**src/rtl/srx_pkg.sv**
```systemverilog
package srx_pkg;
  localparam int SRX_DBITS = 8;

  localparam int CTL_QUEUE  = 0;
  localparam int CTL_PAR_EN = 1;
  localparam int CTL_ODD    = 2;
  localparam int CTL_MDROP  = 3;

  localparam logic [1:0] ADR_BUF  = 2'd0;
  localparam logic [1:0] ADR_STAT = 2'd1;
  localparam logic [1:0] ADR_CTL  = 2'd2;

  typedef struct packed {
    logic [SRX_DBITS-1:0] data;
    logic                 pe;
    logic                 fe;
  } srx_entry_t;

  // Flag stored in the parity slot: marker in multidrop, mismatch otherwise.
  function automatic logic srx_pe_flag(input logic [SRX_DBITS-1:0] d,
                                       input logic nin, input logic par_en,
                                       input logic odd, input logic mdrop);
    if (mdrop) return nin;
    if (par_en) return (^d) ^ nin ^ odd;
    return 1'b0;
  endfunction

  function automatic logic [7:0] srx_status_byte(input logic dr, input logic oe,
                                                 input logic pe, input logic fe);
    return {4'b0000, fe, pe, oe, dr};
  endfunction
endpackage

```
**src/rtl/srx_deser.sv**
```systemverilog
module srx_deser #(
  parameter int OVS   = 16,
  parameter int DBITS = 8,
  parameter int SYNC  = 2
) (
  input  logic             clk,
  input  logic             rst_n,
  input  logic             tick,
  input  logic             rx_in,
  input  logic             ninth_en,
  output logic             done,
  output logic [DBITS-1:0] data,
  output logic             ninth,
  output logic             stop_bad
);
  localparam int TW = $clog2(OVS);
  localparam int BW = $clog2(DBITS + 1);
  localparam logic [TW-1:0] MID  = TW'(OVS / 2 - 1);
  localparam logic [TW-1:0] LAST = TW'(OVS - 1);
  localparam logic [BW-1:0] BTOP = BW'(DBITS - 1);

  typedef enum logic [2:0] {S_IDLE, S_START, S_DATA, S_NINTH, S_STOP, S_HOLD} st_t;

  logic [SYNC-1:0]  sr;
  logic             rx_s;
  st_t              st;
  logic [TW-1:0]    cnt;
  logic [BW-1:0]    bitn;
  logic [DBITS-1:0] shreg;
  logic             ninth_r;
  logic             centre;

  always_ff @(posedge clk or negedge rst_n) begin
    if (!rst_n) sr <= '1;
    else        sr <= {sr[SYNC-2:0], rx_in};
  end
  assign rx_s   = sr[SYNC-1];
  assign centre = tick && (cnt == LAST);

  always_ff @(posedge clk or negedge rst_n) begin
    if (!rst_n) begin
      st       <= S_IDLE;
      cnt      <= '0;
      bitn     <= '0;
      shreg    <= '0;
      ninth_r  <= 1'b0;
      done     <= 1'b0;
      stop_bad <= 1'b0;
    end else begin
      done <= 1'b0;
      unique case (st)
        S_IDLE: begin
          if (tick && !rx_s) begin
            st  <= S_START;
            cnt <= '0;
          end
        end
        S_START: begin
          if (tick) begin
            if (cnt == MID) begin
              st      <= rx_s ? S_IDLE : S_DATA;
              cnt     <= '0;
              bitn    <= '0;
              ninth_r <= 1'b0;
            end else begin
              cnt <= cnt + 1'b1;
            end
          end
        end
        S_DATA: begin
          if (centre) begin
            cnt   <= '0;
            shreg <= {rx_s, shreg[DBITS-1:1]};
            if (bitn == BTOP) st <= ninth_en ? S_NINTH : S_STOP;
            else              bitn <= bitn + 1'b1;
          end else if (tick) begin
            cnt <= cnt + 1'b1;
          end
        end
        S_NINTH: begin
          if (centre) begin
            cnt     <= '0;
            ninth_r <= rx_s;
            st      <= S_STOP;
          end else if (tick) begin
            cnt <= cnt + 1'b1;
          end
        end
        S_STOP: begin
          if (centre) begin
            cnt      <= '0;
            done     <= 1'b1;
            stop_bad <= !rx_s;
            st       <= rx_s ? S_IDLE : S_HOLD;
          end else if (tick) begin
            cnt <= cnt + 1'b1;
          end
        end
        S_HOLD: begin
          if (rx_s) st <= S_IDLE;
        end
        default: st <= S_IDLE;
      endcase
    end
  end

  assign data  = shreg;
  assign ninth = ninth_r;
endmodule

```
**src/rtl/srx_store.sv**
```systemverilog
module srx_store
  import srx_pkg::*;
#(
  parameter int DEPTH = 16,
  parameter int AW    = $clog2(DEPTH),
  parameter int CW    = $clog2(DEPTH + 1)
) (
  input  logic        clk,
  input  logic        rst_n,
  input  logic        queue_en,
  input  logic        push,
  input  srx_entry_t  push_ent,
  input  logic        pop_req,
  input  logic        clr_head,
  input  logic        flush,
  output srx_entry_t  head,
  output logic [CW-1:0] count,
  output logic        ovr_evt,
  output logic        pop_evt
);
  srx_entry_t     mem [DEPTH];
  logic [AW-1:0]  rd_ptr, wr_ptr;
  logic [CW-1:0]  cap;
  logic           full_eff, wr_ok, ovw, has;

  function automatic logic [AW-1:0] nxt(input logic [AW-1:0] p);
    return (p == AW'(DEPTH - 1)) ? '0 : p + 1'b1;
  endfunction

  assign cap      = queue_en ? CW'(DEPTH) : CW'(1);
  assign has      = (count != '0);
  assign pop_evt  = pop_req && has;
  assign full_eff = (count >= cap) && !pop_evt;
  assign wr_ok    = push && !full_eff && !flush;
  assign ovr_evt  = push && full_eff && !flush;
  assign ovw      = ovr_evt && !queue_en;

  always_ff @(posedge clk or negedge rst_n) begin
    if (!rst_n) begin
      rd_ptr <= '0;
      wr_ptr <= '0;
      count  <= '0;
    end else if (flush) begin
      rd_ptr <= '0;
      wr_ptr <= '0;
      count  <= '0;
    end else begin
      if (wr_ok)   wr_ptr <= nxt(wr_ptr);
      if (pop_evt) rd_ptr <= nxt(rd_ptr);
      count <= count + CW'(wr_ok) - CW'(pop_evt);
    end
  end

  always_ff @(posedge clk) begin
    if (clr_head && has && !ovw) begin
      mem[rd_ptr].pe <= 1'b0;
      mem[rd_ptr].fe <= 1'b0;
    end
    if (wr_ok)    mem[wr_ptr] <= push_ent;
    else if (ovw) mem[rd_ptr] <= push_ent;
  end

  assign head = mem[rd_ptr];
endmodule

```
**src/rtl/srx_regs.sv**
```systemverilog
module srx_regs
  import srx_pkg::*;
#(
  parameter int CW = 5
) (
  input  logic          clk,
  input  logic          rst_n,
  input  logic          bus_sel,
  input  logic          bus_wr,
  input  logic [1:0]    bus_addr,
  input  logic [7:0]    bus_wdata,
  input  srx_entry_t    head,
  input  logic [CW-1:0] count,
  input  logic          ovr_evt,
  output logic [7:0]    ctl,
  output logic          pop_req,
  output logic          stat_rd,
  output logic          flush,
  output logic          oe,
  output logic          dr,
  output logic [7:0]    bus_rdata
);
  logic rd;

  assign rd      = bus_sel && !bus_wr;
  assign pop_req = rd && (bus_addr == ADR_BUF);
  assign stat_rd = rd && (bus_addr == ADR_STAT);
  assign flush   = bus_sel && bus_wr && (bus_addr == ADR_CTL);
  assign dr      = (count != '0);

  always_ff @(posedge clk or negedge rst_n) begin
    if (!rst_n) begin
      ctl <= '0;
      oe  <= 1'b0;
    end else begin
      if (flush) ctl <= bus_wdata;
      if (ovr_evt)              oe <= 1'b1;
      else if (stat_rd || flush) oe <= 1'b0;
    end
  end

  always_comb begin
    unique case (bus_addr)
      ADR_BUF:  bus_rdata = dr ? head.data : 8'h00;
      ADR_STAT: bus_rdata = srx_status_byte(dr, oe, dr & head.pe, dr & head.fe);
      ADR_CTL:  bus_rdata = ctl;
      default:  bus_rdata = 8'h00;
    endcase
  end
endmodule

```
**src/rtl/serial_rx_status.sv**
```systemverilog
module serial_rx_status
  import srx_pkg::*;
#(
  parameter int DEPTH = 16,
  parameter int OVS   = 16
) (
  input  logic       clk,
  input  logic       rst_n,
  input  logic       rx_line,
  input  logic       os_tick,
  input  logic       bus_sel,
  input  logic       bus_wr,
  input  logic [1:0] bus_addr,
  input  logic [7:0] bus_wdata,
  output logic [7:0] bus_rdata
);
  localparam int AW = $clog2(DEPTH);
  localparam int CW = $clog2(DEPTH + 1);

  logic [7:0]           ctl_q;
  logic                 queue_en, ninth_en;
  logic                 push_evt, ovr_evt, pop_evt, pop_req, stat_rd, flush_evt;
  logic                 data_rdy, oe_flag;
  logic [SRX_DBITS-1:0] rx_data;
  logic                 rx_ninth, rx_stop_bad;
  logic [CW-1:0]        count;
  srx_entry_t           push_ent, head;

  assign queue_en = ctl_q[CTL_QUEUE];
  assign ninth_en = ctl_q[CTL_PAR_EN] | ctl_q[CTL_MDROP];

  srx_deser #(.OVS(OVS), .DBITS(SRX_DBITS), .SYNC(2)) u_deser (
    .clk(clk), .rst_n(rst_n), .tick(os_tick), .rx_in(rx_line),
    .ninth_en(ninth_en), .done(push_evt), .data(rx_data),
    .ninth(rx_ninth), .stop_bad(rx_stop_bad)
  );

  assign push_ent.data = rx_data;
  assign push_ent.pe   = srx_pe_flag(rx_data, rx_ninth, ctl_q[CTL_PAR_EN],
                                     ctl_q[CTL_ODD], ctl_q[CTL_MDROP]);
  assign push_ent.fe   = rx_stop_bad;

  srx_store #(.DEPTH(DEPTH), .AW(AW), .CW(CW)) u_store (
    .clk(clk), .rst_n(rst_n), .queue_en(queue_en), .push(push_evt),
    .push_ent(push_ent), .pop_req(pop_req), .clr_head(stat_rd),
    .flush(flush_evt), .head(head), .count(count), .ovr_evt(ovr_evt),
    .pop_evt(pop_evt)
  );

  srx_regs #(.CW(CW)) u_regs (
    .clk(clk), .rst_n(rst_n), .bus_sel(bus_sel), .bus_wr(bus_wr),
    .bus_addr(bus_addr), .bus_wdata(bus_wdata), .head(head), .count(count),
    .ovr_evt(ovr_evt), .ctl(ctl_q), .pop_req(pop_req), .stat_rd(stat_rd),
    .flush(flush_evt), .oe(oe_flag), .dr(data_rdy), .bus_rdata(bus_rdata)
  );
endmodule

```
**config.mk**
```make
export PLATFORM = sky130hd
export DESIGN_NAME = serial_rx_status
export DESIGN_NICKNAME = d
export VERILOG_FILES = /design/src/rtl/srx_pkg.sv /design/src/rtl/srx_deser.sv /design/src/rtl/srx_store.sv /design/src/rtl/srx_regs.sv /design/src/rtl/serial_rx_status.sv
export SDC_FILE = /design/constraint.sdc
export NUM_CORES = 1
export LEC_CHECK = 0
export ABC_AREA = 1
export BUFFER_PORTS_ARGS = -buffer_cell sky130_fd_sc_hd__buf_2
export CAP_MARGIN = 20
export CORE_UTILIZATION = 30
export DETAILED_ROUTE_END_ITERATION = 16
export GPL_TIMING_DRIVEN = 0
export PLACE_DENSITY_LB_ADDON = 0.08
export SYNTH_ARGS = -nofsm -noshare
export SYNTH_HDL_FRONTEND = slang
export SYNTH_HIERARCHICAL = 1
export SYNTH_SLANG_ARGS = --single-unit
```
**constraint.sdc**
```tcl
create_clock -name clk -period 3.6 [get_ports clk]
set_input_delay 0 -clock clk [delete_from_list [all_inputs] [get_ports clk]]
set_output_delay 0 -clock clk [all_outputs]
set_load 0.005 [all_outputs]
```
==> key figures <==
Outcome
  • Status: finished, final reports clean

Routing
  • DRT iter0 DRCs: 550
  • DRT Pass-1 Iters: 5
  • DR vias/cell: 4.74
  • Routed via count: 7,662
  • DRC Markers: 0
  • DR WL/cell: 18.3 um
  • Final wirelength: 29,600 um
  • ANT nets after route: 0

Yosys
  • Area contributors post-synth: edfxtp_1 (47%), dfrtp_1 (11%), nand2_1 (10%)
  • Main synth FF type: edfxtp_1
  • Mapped Cells: 1,069
  • Most instantiated cells after synthesis: nand2_1 (269), edfxtp_1 (160), nor2_1 (149)
  • Synth warn: 6
  • Flops & latches, synth: 206
  • Top-count cell post-synth: nand2_1
  • Avg Inst Size Synth: 9.49 um2
  • Synth top area share: 47.4%
  • Netlist cell types: 41
  • Mapped Area: 0.0101 mm2
  • Largest area contributor in the netlist: edfxtp_1
  • Syn Nets: 1,106
  • Post-synthesis sequential area ratio: 58.7%
  • Ys async rst share: 22.3%
  • Post-synth EDFFs: 160

Hold path
  • Hold Path Class: in -> reg
  • Worst Hold End: u_store/count[0]
  • Hold path start: bus_sel
  • Min-Delay Path Depth: 4

Critical path
  • CP delay by family, top: adder cells
  • RR Endpoint: u_store/count[4]
  • Crit-path max cell delay: 0.43 ns
  • Worst Path Buf+Inv: 3
  • Crit. End Element: flip-flop
  • Worst path cell trace: inv_1, ha_1, nand2_1, nor2_1, nor2_2, nand2_2, nand2_4, nand2_4, ha_1, inv_1, ha_1, inv_1, fa_1, o31ai_1, o21ai_0, a21oi_1
  • R2R setup slack: 0.52 ns
  • Crit path max fanout: 5
  • CP Launch Type: flip-flop
  • Worst Setup Path Type: reg -> reg
  • Critical path arrival: 3.54 ns
  • R2r worst-path depth: 16
  • Worst EP required: 4.06 ns
  • R2r startpoint: u_regs/ctl[0]
  • Worst path slowest cell: fa_1

Place
  • DPL Wire Length: 21,500 um
  • PortBufs: 23
  • GPL Wtd Cong: 0.831

STA
  • Final Cycle Share: 85.6%
  • Peak Freq: 324 MHz
  • # setup viols final: 0
  • Final Hold Viols: 0
  • Final hold slack: 0.0555 ns
  • Relative slew margins: 34.0%
  • Worst-case clock skew: 0.0162 ns
  • Slew Viols, Final: 0
  • Setup TNS: 0 ns
  • Minimum clock period after layout: 3.08 ns
  • Least-Margin Pin Slew: 0.984 ns
  • RSZ-0062 raised after global routing: no

Clock network
  • Clock Tree Buf Depth: 3
  • Number of buffers created by CTS: 26
  • Num Clock Sinks: 206
  • Worst-Skew Late Latency: 0.53 ns
  • Post-cts resize count: 0
  • Root Buffer Master: clkbuf_16
  • H-tree levels: 1
  • CTS tree: built
  • Clock-pin slew on the worst setup and hold paths: 0.06 ns

Floorplan
  • Die area: 0.0346 mm2
  • Starting density of the core: 30.9%
  • Die H: 186 um
  • Die extent in x: 186 um
  • Num ports: 24
  • Core Region: 0.0329 mm2
  • FP Rows: 66

Power
  • VDD IR max: 0.448 mV
  • Power per cell area: 599 mW/mm2
  • Static Leak: 4.58 nW

Global route
  • Largest net degree at the start of global routing: 34
  • First-pass GRT wire length: 45,700 um
  • Grt total ovfl: 0
  • GRT Util Overall: 17.8%
  • Vias in the first global route: 7,692
  • Initial antenna violation count: 0

Cells and area
  • Nets@finish: 1,193
  • Share of cells above drive strength 1: 11.8%
  • # diodes: 0
  • Area growth syn-to-layout: 17.8%

Job
  • MaxCap Viol Count: 0
[metal layers]
metal	track usage [%]	wire length (um)	share of wire (%)
met4	5.25	809	2.7
met1	24.7	14100	48
met3	2.41	1200	4.1
met2	28.8	13500	46
met5	0	0	0
[worst reg2reg max path: cells and delay by family, from the launching register on]
kind	cells	cell delay, ns
fa+ha+maj	4	1.18
buf+inv	3	0.40
flops	1	0.40
compound gates	3	0.54
simple gates	6	0.49
[layout by cell type (no fill, tap or decap), types with 4 or more instances in the layout]
cell           synthesis  layout
nand2_4                7       7
xor2_1                 6       6
inv_2                  8       8
clkbuf_16              0      27
clkbuf_1              23      29
clkinv_2               1       5
a21oi_1               10      10
buf_2                 15      41
nand2_2                9       9
ha_1                  20      20
nand3_1               73      73
nand2_1              269     269
dfrtp_1               44      44
clkinv_1               0       4
o22ai_1               42      42
nor2_1               149     149
o21ai_1                6      16
xnor2_1                4       4
o21ai_0              109      99
nand4_1               13      13
inv_1                 65      65
edfxtp_1             160     160
nor2_4                 4       4
buf_4                  3      11
dlygate4sd3_1          0      24
[through the flow]
| step | std cells | total power [mW] | worst slack [ns] | cell area, um2 | utilization, % |
|---|---|---|---|---|---|
| CTS | 1616 | 7.26 | 0.451 | 12000 | 36.4 |
| finish | 1616 | 7.17 | 0.518 | 12000 | 36.4 |
| detailed placement | 1546 | 4.71 | 0.471 | 10900 | 33.2 |
| global route | 1616 | 7.57 | 0.219 | 12000 | 36.4 |
| floorplan | 1069 | 4.02 | 0.806 | 10100 | - |
| global placement | 1534 | 4.71 | 0.143 | 10800 | 32.9 |
[kinds of logic (layout without fill, tap and decap cells)]
logic type | count (synthesis) | count (layout) | share of synthesized area [%]
xor+xnor | 10 | 10 | 0.863
compound gates | 174 | 174 | 9.37
buf+inv | 122 | 227 | 5.18
flops | 206 | 206 | 58.7
fa+ha+maj | 21 | 21 | 2.66
simple gates | 536 | 536 | 23.2
[sequential cells by signal, indices dropped and copies added, names as in the netlist]
name	cells
u_deser/bitn	4
u_regs/ctl	8
u_regs/oe	1
u_store/rd_ptr	4
u_deser/data	8
u_deser/stop_bad	1
u_store/mem	160
u_deser/sr	2
u_deser/done	1
u_store/wr_ptr	4
u_store/count	5
u_deser/cnt	4
u_deser/st	3
u_deser/ninth	1
[power breakdown]
part           total (mW)  switching, mW  leakage (nW)  internal [mW]
combinational        1.97           1.38          2.47          0.591
clock                2.46          0.991         0.395           1.47
sequential           2.73          0.105          1.71           2.63
[repair_timing]
action	CTS	global route
endpoints found under the hold margin	65	0
hold buffers	24	0
setup buffers	0	0
[worst max path at each step]
stage | startpoint | end | slack, ns | depth (start not counted)
after floorplan | u_regs/ctl[0] | u_store/count[4] | 0.81 | 16
after global placement | u_regs/ctl[0] | u_store/mem[2][7] | 0.14 | 9
after detailed placement | u_regs/ctl[0] | u_store/count[4] | 0.47 | 16
after CTS | u_regs/ctl[0] | u_store/count[4] | 0.45 | 16
after global routing | u_regs/ctl[0] | u_store/count[4] | 0.22 | 16
final | u_regs/ctl[0] | u_store/count[4] | 0.52 | 16
[area by class of cell]
class / count / area (um2)
Clock buffer: 35 / 726
Buffer: 47 / 240
Fill cell: 3458 / 20900
Sequential cell: 206 / 5960
Inverter: 75 / 285
Multi-Input combinational cell: 741 / 3660
Timing Repair Buffer: 59 / 450
Clock inverter: 11 / 81.3
Tap cell: 442 / 553
(Power assumes the default switching activity.)
